<file path="config.mk">
export PLATFORM = sky130hd
export DESIGN_NAME = rtc_evt_irq
export DESIGN_NICKNAME = d
export VERILOG_FILES = /design/src/rtl/rtc_evt_pkg.sv /design/src/rtl/rtc_evt_select.sv /design/src/rtl/rtc_evt_flags.sv /design/src/rtl/rtc_evt_mask.sv /design/src/rtl/rtc_evt_regport.sv /design/src/rtl/rtc_evt_irq.sv
export SDC_FILE = /design/constraint.sdc
export NUM_CORES = 1
export LEC_CHECK = 0
export BUFFER_PORTS_ARGS = -buffer_cell sky130_fd_sc_hd__buf_2
export CAP_MARGIN = 20
export CORE_ASPECT_RATIO = 1.25
export CORE_MARGIN = 2
export CORE_UTILIZATION = 47
export CTS_CLUSTER_SIZE = 14
export DETAILED_ROUTE_END_ITERATION = 10
export PLACE_DENSITY = 0.78
export SLEW_MARGIN = 5
export SYNTH_ARGS = -nofsm -noshare
export SYNTH_HDL_FRONTEND = slang
export SYNTH_SLANG_ARGS = --single-unit
</file>
<file path="constraint.sdc">
create_clock -name clk -period 1.5 [get_ports clk]
set_input_delay 0.3 -clock clk [delete_from_list [all_inputs] [get_ports clk]]
set_output_delay 0.3 -clock clk [all_outputs]
set_load 0.02 [all_outputs]
</file>
<file path="src/rtl/rtc_evt_pkg.sv">
package rtc_evt_pkg;

    localparam int NUM_FLAGS = 5;

    localparam int FLG_UPD = 0;
    localparam int FLG_ALM = 1;
    localparam int FLG_SEC = 2;
    localparam int FLG_TIM = 3;
    localparam int FLG_CAL = 4;

    localparam int REG_CTRL = 0;
    localparam int REG_STAT = 1;
    localparam int REG_CLR  = 2;
    localparam int REG_MSET = 3;
    localparam int REG_MCLR = 4;
    localparam int REG_MASK = 5;

    localparam int SEL_W  = 2;
    localparam int CTRL_W = 2 * SEL_W;

    typedef enum logic [SEL_W-1:0] {
        TSEL_MINUTE   = 2'd0,
        TSEL_HOUR     = 2'd1,
        TSEL_MIDNIGHT = 2'd2,
        TSEL_NOON     = 2'd3
    } tsel_e;

    typedef enum logic [SEL_W-1:0] {
        CSEL_WEEK  = 2'd0,
        CSEL_MONTH = 2'd1,
        CSEL_YEAR  = 2'd2,
        CSEL_NONE  = 2'd3
    } csel_e;

    typedef struct packed {
        logic sec;
        logic minute;
        logic hour;
        logic midnight;
        logic noon;
        logic week;
        logic month;
        logic year;
        logic alarm;
        logic upd_ack;
    } evt_in_t;

    typedef logic [NUM_FLAGS-1:0] flag_vec_t;

    typedef struct packed {
        flag_vec_t clr;
        flag_vec_t mset;
        flag_vec_t mclr;
    } wr_cmd_t;

    function automatic logic pick_time(tsel_e sel, evt_in_t e);
        logic r;
        case (sel)
            TSEL_MINUTE:   r = e.minute;
            TSEL_HOUR:     r = e.hour;
            TSEL_MIDNIGHT: r = e.midnight;
            default:       r = e.noon;
        endcase
        return r;
    endfunction

    function automatic logic pick_cal(csel_e sel, evt_in_t e);
        logic r;
        case (sel)
            CSEL_WEEK:  r = e.week;
            CSEL_MONTH: r = e.month;
            CSEL_YEAR:  r = e.year;
            default:    r = 1'b0;
        endcase
        return r;
    endfunction

endpackage

</file>
<file path="src/rtl/rtc_evt_select.sv">
module rtc_evt_select
    import rtc_evt_pkg::*;
(
    input  evt_in_t   evt,
    input  tsel_e     tsel,
    input  csel_e     csel,
    output flag_vec_t set_vec
);

    always_comb begin
        set_vec          = '0;
        set_vec[FLG_UPD] = evt.upd_ack;
        set_vec[FLG_ALM] = evt.alarm;
        set_vec[FLG_SEC] = evt.sec;
        set_vec[FLG_TIM] = pick_time(tsel, evt);
        set_vec[FLG_CAL] = pick_cal(csel, evt);
    end

endmodule

</file>
<file path="src/rtl/rtc_evt_flags.sv">
module rtc_evt_flags
    import rtc_evt_pkg::*;
(
    input  logic      clk,
    input  logic      rst,
    input  flag_vec_t set_vec,
    input  flag_vec_t clr_vec,
    output flag_vec_t status
);

    for (genvar i = 0; i < NUM_FLAGS; i++) begin : g_flag
        logic q;
        always_ff @(posedge clk) begin
            if (rst) begin
                q <= 1'b0;
            end else if (set_vec[i]) begin
                q <= 1'b1;
            end else if (clr_vec[i]) begin
                q <= 1'b0;
            end
        end
        assign status[i] = q;
    end

endmodule

</file>
<file path="src/rtl/rtc_evt_mask.sv">
module rtc_evt_mask
    import rtc_evt_pkg::*;
(
    input  logic      clk,
    input  logic      rst,
    input  flag_vec_t mset,
    input  flag_vec_t mclr,
    output flag_vec_t mask
);

    for (genvar i = 0; i < NUM_FLAGS; i++) begin : g_mbit
        logic q;
        always_ff @(posedge clk) begin
            if (rst) begin
                q <= 1'b0;
            end else if (mset[i]) begin
                q <= 1'b1;
            end else if (mclr[i]) begin
                q <= 1'b0;
            end
        end
        assign mask[i] = q;
    end

endmodule

</file>
<file path="src/rtl/rtc_evt_regport.sv">
module rtc_evt_regport
    import rtc_evt_pkg::*;
#(
    parameter int DATA_W = 8,
    parameter int ADDR_W = 3
) (
    input  logic              clk,
    input  logic              rst,
    input  logic              wr_en,
    input  logic [ADDR_W-1:0] addr,
    input  logic [DATA_W-1:0] wdata,
    input  flag_vec_t         status,
    input  flag_vec_t         mask,
    output tsel_e             tsel_q,
    output csel_e             csel_q,
    output wr_cmd_t           cmd,
    output logic [DATA_W-1:0] rdata
);

    localparam logic [ADDR_W-1:0] A_CTRL = ADDR_W'(REG_CTRL);
    localparam logic [ADDR_W-1:0] A_STAT = ADDR_W'(REG_STAT);
    localparam logic [ADDR_W-1:0] A_CLR  = ADDR_W'(REG_CLR);
    localparam logic [ADDR_W-1:0] A_MSET = ADDR_W'(REG_MSET);
    localparam logic [ADDR_W-1:0] A_MCLR = ADDR_W'(REG_MCLR);
    localparam logic [ADDR_W-1:0] A_MASK = ADDR_W'(REG_MASK);

    flag_vec_t wflags;
    logic      unused_wdata_hi;

    assign wflags          = wdata[NUM_FLAGS-1:0];
    assign unused_wdata_hi = ^wdata;

    always_comb begin
        cmd = '0;
        if (wr_en) begin
            if (addr == A_CLR)  cmd.clr  = wflags;
            if (addr == A_MSET) cmd.mset = wflags;
            if (addr == A_MCLR) cmd.mclr = wflags;
        end
    end

    always_ff @(posedge clk) begin
        if (rst) begin
            tsel_q <= TSEL_MINUTE;
            csel_q <= CSEL_WEEK;
        end else if (wr_en && addr == A_CTRL) begin
            tsel_q <= tsel_e'(wdata[SEL_W-1:0]);
            csel_q <= csel_e'(wdata[CTRL_W-1:SEL_W]);
        end
    end

    always_comb begin
        rdata = '0;
        case (addr)
            A_CTRL:  rdata[CTRL_W-1:0]    = {csel_q, tsel_q};
            A_STAT:  rdata[NUM_FLAGS-1:0] = status;
            A_MASK:  rdata[NUM_FLAGS-1:0] = mask;
            default: rdata = '0;
        endcase
    end

endmodule

</file>
<file path="src/rtl/rtc_evt_irq.sv">
module rtc_evt_irq
    import rtc_evt_pkg::*;
#(
    parameter int DATA_W = 8,
    parameter int ADDR_W = 3
) (
    input  logic              clk,
    input  logic              rst,
    input  logic              ev_sec,
    input  logic              ev_minute,
    input  logic              ev_hour,
    input  logic              ev_midnight,
    input  logic              ev_noon,
    input  logic              ev_week,
    input  logic              ev_month,
    input  logic              ev_year,
    input  logic              ev_alarm,
    input  logic              ev_upd_ack,
    input  logic              wr_en,
    input  logic [ADDR_W-1:0] addr,
    input  logic [DATA_W-1:0] wdata,
    output logic [DATA_W-1:0] rdata,
    output logic              irq
);

    evt_in_t   evt;
    flag_vec_t set_vec;
    flag_vec_t status_q;
    flag_vec_t mask_q;
    tsel_e     tsel_q;
    csel_e     csel_q;
    wr_cmd_t   cmd;
    logic      irq_q;

    assign evt = '{sec: ev_sec, minute: ev_minute, hour: ev_hour,
                   midnight: ev_midnight, noon: ev_noon, week: ev_week,
                   month: ev_month, year: ev_year, alarm: ev_alarm,
                   upd_ack: ev_upd_ack};

    rtc_evt_regport #(.DATA_W(DATA_W), .ADDR_W(ADDR_W)) u_regs (
        .clk    (clk),
        .rst    (rst),
        .wr_en  (wr_en),
        .addr   (addr),
        .wdata  (wdata),
        .status (status_q),
        .mask   (mask_q),
        .tsel_q (tsel_q),
        .csel_q (csel_q),
        .cmd    (cmd),
        .rdata  (rdata)
    );

    rtc_evt_select u_sel (
        .evt     (evt),
        .tsel    (tsel_q),
        .csel    (csel_q),
        .set_vec (set_vec)
    );

    rtc_evt_flags u_flags (
        .clk     (clk),
        .rst     (rst),
        .set_vec (set_vec),
        .clr_vec (cmd.clr),
        .status  (status_q)
    );

    rtc_evt_mask u_mask (
        .clk  (clk),
        .rst  (rst),
        .mset (cmd.mset),
        .mclr (cmd.mclr),
        .mask (mask_q)
    );

    always_ff @(posedge clk) begin
        if (rst) begin
            irq_q <= 1'b0;
        end else begin
            irq_q <= |(status_q & mask_q);
        end
    end

    assign irq = irq_q;

endmodule

</file>
==> results of run 1 <==
==> critical path: stages (launching register included) <==
cell and delay [ns]:
dfxtp_2 0.34, mux2i_1 0.17, a2bb2oi_1 0.18, nor2_1 0.06
buf_4 0.15
==> cell type report <==
type                            instances  area share, %
Tap cell                               19           2.22
Clock buffer                            4           2.46
Multi-Input combinational cell         72           45.6
Inverter                                4           1.41
Sequential cell                        15           29.2
Timing Repair Buffer                   35           19.2
==> path summary, 6_finish.rpt <==
check | end
setup reg to reg | u_flags.g_flag[3].q$_SDFFE_PP0P_
setup / recovery | rdata[1]
hold reg to reg | u_flags.g_flag[1].q$_SDFFE_PP0P_
hold / removal | u_flags.g_flag[2].q$_SDFFE_PP0P_
==> per-layer routing <==
layer / vias up / routed length [um]
met3: 5 / 160
met1: 394 / 779
met2: 41 / 938
met4: 0 / 54
li1: 415 / -
met5: - / 0
==> metrics by stage <==
stage | area (um^2) | util [%] | setup WS (ns) | power (mW)
CTS | 990 | 57.4 | 0.0111 | 0.810
global route | 1070 | 62.0 | -0.0298 | 0.861
finish | 1070 | 62.0 | 0.0215 | 0.826
global placement | 963 | 55.9 | 0.0910 | 0.576
detailed placement | 963 | 55.9 | 0.0466 | 0.579
floorplan | 850 | - | 0.0789 | 0.537
==> cell usage after synthesis (all sizes together) <==
library cell | n | area (um^2)
nor3 | 5 | 25.0
nor4b | 1 | 23.8
o21ai | 5 | 25.0
buf | 7 | 55.1
o21a | 1 | 7.51
and2b | 1 | 7.51
a2bb2oi | 4 | 35.0
nor2 | 13 | 48.8
mux2i | 10 | 100
a21oi | 6 | 30.0
a222oi | 1 | 10.0
nand2 | 5 | 18.8
nor3b | 1 | 7.51
a31oi | 5 | 31.3
inv | 4 | 15.0
dfxtp | 15 | 300
or3b | 1 | 8.76
clkbuf | 2 | 7.51
nand3b | 1 | 7.51
and2 | 1 | 6.26
nand2b | 1 | 6.26
conb | 1 | 3.75
mux4 | 1 | 22.5
a22oi | 1 | 7.51
nor4 | 5 | 31.3
==> state kept, by name (all words and copies together), names as in the netlist <==
register and flops:
u_mask.g_mbit.q 5, u_flags.g_flag.q 5, u_regs.csel_q 2, u_regs.tsel_q 2, irq 1
==> cell families after synthesis <==
logic type / synth area share (%)
other cells: 0.445
flops: 35.7
simple gates: 22.7
mux: 14.6
compound gates: 17.4
buf+inv: 9.21
==> power by group <==
| part | total (mW) | switching (mW) | internal (mW) |
|---|---|---|---|
| Combinational | 0.164 | 0.0860 | 0.0777 |
| Clock | 0.235 | 0.132 | 0.104 |
| Sequential | 0.427 | 0.0117 | 0.415 |
| Total | 0.826 | 0.229 | 0.596 |
==> timing repair <==
item | in CTS | in global routing
buffers inserted | 0 | 6
gates resized for setup | 0 | 15
endpoints found under the setup margin | 0 | 5
==> results.cfg, run 1 <==
[status]
run_status = finished, final reports clean

[floorplan]
initial_utilization_pct = 48.9
floorplan_die_area_um2 = 2150
core_region_area_um2 = 1720
die_w_um = 41.9
placement_rows = 17
io_pins = 33
chipHeight_um = 51.3

[clock_tree]
numCtsBuffers = 3
cts_max_level = 1
cts_hold_buf = 0
worst_skew_pair.late_latency_ns = 0.29
clock_pin_slew_on_the_worst_setup_and_hold_paths_ns = 0.09
cts.root.buffer_cell = clkbuf_4
clock_tree.buffer_depth = 2
tritoncts = yes
cts.sinks = 15

[global_route]
global_route.usage.met2_pct = 32.0
global_route_layer_with_the_greatest_usage = met2
grt.met3_usage_pct = 2.47
first_pass_grt_wire_length_mm = 3.17
track_usage_pct = 19.6
met1_usage_pct = 23.9
number_of_global_route_vias_before_repair = 718
grt.overflow.total = 0
antenna_found_initial = 0
grt_start_max_net_pins = 16

[final_layout]
sequential_cell_area_um2 = 312
antennaDiodeCount = 0
instances_no_fill = 149
total_area_of_multi_input_combinational_cells_um2 = 487
drive_above_1_share_pct = 40.0
most-common-layout-cells = buf_2 (23), nor2_1 (13), buf_4 (12)
fillerInstances = 152
layout.nets = 155
commonest_non_fill_non_tap_cell_in_the_layout = buf_2
area.growth.synth_to_final_pct = 26.9

[setup_path]
timing.reg2reg.worst_path_depth = 4
regToRegSetupSlack_ns = 0.33
worst-endpoint-required_ns = 1.20
critical_path.endpoint_type = primary output
path_class = flop to primary output
worstPathArrival_ns = 1.18
worst_setup_path_start_kind = flop
crit_path_max_fanout = 3
cp-startpoint = u_flags.g_flag[1].q$_SDFFE_PP0P_
reg2reg_from = u_regs.tsel_q[0]$_SDFFE_PP0P_

[yosys]
synth.yosys.seq_area_share_pct = 35.7
ys_seq_elements = 15
synth_area_per_cell_um2 = 8.59
count_of_synthesis_stage_warnings_from_yosys = 0
netlist_area_um2 = 842
synthesized_instance_count = 98
synthDistinctLibCells = 27

[power]
irDropWorstVdd_v = 0.000486
power_density_nw_per_um2 = 773
power.leakage_nw = 0.466

[routing]
detailedRoute.firstPassIterationCount = 4
drt_first_iter_violations = 26
postRouteWirelength_mm = 1.93
routedWlPerCell_um = 13.0
via_per_instance_ratio = 5.74
num_vias = 855
drc = 0
ant_nets = 0

[hold_path]
holdCritPathClass = input port to flop
min_from = ev_sec
timing.hold.worst_path_depth = 3

[placed_design]
gp_weighted_congestion = 0.780
placed_cells = 139
hpwl_mm = 1.43
io_buffer_count = 26

[sta]
final_min_period_over_clock_period_pct = 98.6
rsz_0062_raised_after_global_routing = yes
final_total_negative_setup_slack_ns = 0
fmaxAchievable_mhz = 676
setup_viol = 0
final.setup_skew_ns = 0.00104
hold_slack_ns = 0.225
final-hold-violation-count = 0
max_transition_viols_final = 0
final.min_clock_period_ns = 1.48

[flow_run]
drv.max_cap_violation_count = 0
(Power assumes the default switching activity.)
==> inputs of run 2 (changes only) <==
Settings changed: SKIP_CTS_REPAIR_TIMING set to 1.
Clock period 1.5 ns to 1.7 ns, I/O delays scaled along.
==> run 2 against run 1 <==
Net effect:
- sequential power down 12%
- global-route usage down 1.4 points
- register-to-register slack better by 0.26 ns
- power down 14%
- count of clock-buffer cells in the layout down 1
- cell count down 6.0%
- clock skew up 0.0047 ns
- design area down 9.4%
- die area unchanged
- hold slack better by 0.043 ns
- highest routed layer unchanged
==> results.cfg, run 2 (synthesis results as in run 1) <==
[sta]
final_min_period_over_clock_period_pct = 91.5
fmaxAchievable_mhz = 643
max_transition_viols_final = 0
final.setup_skew_ns = 0.00577
rsz_0062_raised_after_global_routing = no
final_total_negative_setup_slack_ns = 0
final-hold-violation-count = 0
setup_viol = 0
final.min_clock_period_ns = 1.56

[setup_path]
worst_path_max_delay_cell = dfxtp_1
highest_cell_delay_on_the_worst_timing_path_ns = 0.35
critical_path.cell_chain = mux2i_1 > a2bb2oi_1 > nor2_1 > buf_2
critPathBufInv = 1
path_delay_family = flip-flops
path_class = flop to primary output
crit_path_max_fanout = 4
worst_setup_path_start_kind = flop
worst-endpoint-required_ns = 1.36
critical_path.endpoint_type = primary output
worstPathArrival_ns = 1.22

[routing]
routedWlPerCell_um = 12.8
detailedRoute.firstPassIterationCount = 4
ant_nets = 0
postRouteWirelength_mm = 1.79
via_per_instance_ratio = 5.60
drc = 0
num_vias = 784
drt_first_iter_violations = 20

[final_layout]
area.growth.synth_to_final_pct = 15.0
instances_no_fill = 140
largestRegisters = u_flags.g_flag.q (5), u_mask.g_mbit.q (5)
fillerInstances = 168
layout.nets = 146
final_core_util_pct = 56.2
antennaDiodeCount = 0
drive_above_1_share_pct = 26.4
postLayoutCellArea_um2 = 968
most-common-layout-cells = buf_2 (26), dfxtp_1 (15), nor2_1 (13)
commonest_non_fill_non_tap_cell_in_the_layout = buf_2

[placed_design]
placedInstanceArea_um2 = 941
placed_cells = 136
io_buffer_count = 26
gp_weighted_congestion = 0.787
hpwl_mm = 1.43

[floorplan]
initial_utilization_pct = 48.9
die_w_um = 41.9
placement_rows = 17
floorplan_die_area_um2 = 2150
io_pins = 33
core_region_area_um2 = 1720
chipHeight_um = 51.3

[power]
irDropWorstVdd_v = 0.000455
power.leakage_nw = 0.421
power_density_nw_per_um2 = 731

[clock_tree]
numCtsBuffers = 3
tritoncts = yes
cts.sinks = 15
cts.root.buffer_cell = clkbuf_4
clock_tree.buffer_depth = 2
worst_skew_pair.late_latency_ns = 0.30
cts_max_level = 1
clock_pin_slew_on_the_worst_setup_and_hold_paths_ns = 0.09

[global_route]
grt_start_max_net_pins = 18
grt.overflow.total = 0
number_of_global_route_vias_before_repair = 725
track_usage_pct = 18.2
antenna_found_initial = 0
first_pass_grt_wire_length_mm = 2.97

[flow_run]
drv.max_cap_violation_count = 0

[hold_path]
holdCritPathClass = input port to flop

[status]
run_status = finished, final reports clean
-- run 2: cell count changes in the layout (fill, tap and decap cells not counted), sizes merged --
cell,change
clkbuf,-1
buf,-9
clkinv,+1
-- run 2: metrics by stage --
stage                     total power [mW]  hold slack (ns)  worst slack, ns
after floorplan                      0.474            0.418            0.199
after global routing                 0.736            0.284           0.0540
after CTS                            0.710            0.269            0.150
final                                0.708            0.267            0.144
after detailed placement             0.506            0.502            0.158
after global placement               0.502            0.486            0.188
-- run 2: worst reg2reg max path: stages (launching register included) --
cell     delay (ns)
dfxtp_1        0.39
mux4_2         0.50
inv_1          0.06
a21oi_1        0.06
-- run 2: worst paths after layout --
path | to | slack (ns) | cells past startpoint | from
max | rdata[2] | 0.14 | 4 | u_regs.csel_q[0]$_SDFFE_PP0P_
min | u_flags.g_flag[2].q$_SDFFE_PP0P_ | 0.27 | 3 | ev_sec
max reg2reg | u_flags.g_flag[3].q$_SDFFE_PP0P_ | 0.59 | 3 | u_regs.tsel_q[0]$_SDFFE_PP0P_
min reg2reg | u_flags.g_flag[0].q$_SDFFE_PP0P_ | 0.52 | 2 | u_flags.g_flag[0].q$_SDFFE_PP0P_
-- run 2: area by class of cell --
| cell class | count | area, um^2 | area share, % |
|---|---|---|---|
| timing repair buffer | 26 | 130 | 13.4 |
| inverter | 4 | 15.0 | 1.55 |
| clock buffer | 3 | 22.5 | 2.33 |
| multi-input combinational | 72 | 472 | 48.7 |
| clock inverter | 1 | 5.00 | 0.517 |
| tap | 19 | 23.8 | 2.45 |
| sequential | 15 | 300 | 31.0 |
-- run 2: routing by layer --
layer / share of wire (%) / global-route usage, % / vias up
li1: - / - / 400
met3: 4.9 / 2.12 / 5
met5: 0 / 0 / -
met2: 49 / 34.1 / 26
met1: 43 / 19.0 / 353
met4: 2.6 / 11.3 / 0
-- run 2: report_power, final --
part	internal [mW]	total (mW)	switching [mW]	leakage (nW)
sequential	0.364	0.375	0.0107	0.123
combinational	0.0534	0.123	0.0692	0.280
clock	0.0878	0.210	0.122	0.0177
total	0.506	0.708	0.202	0.421
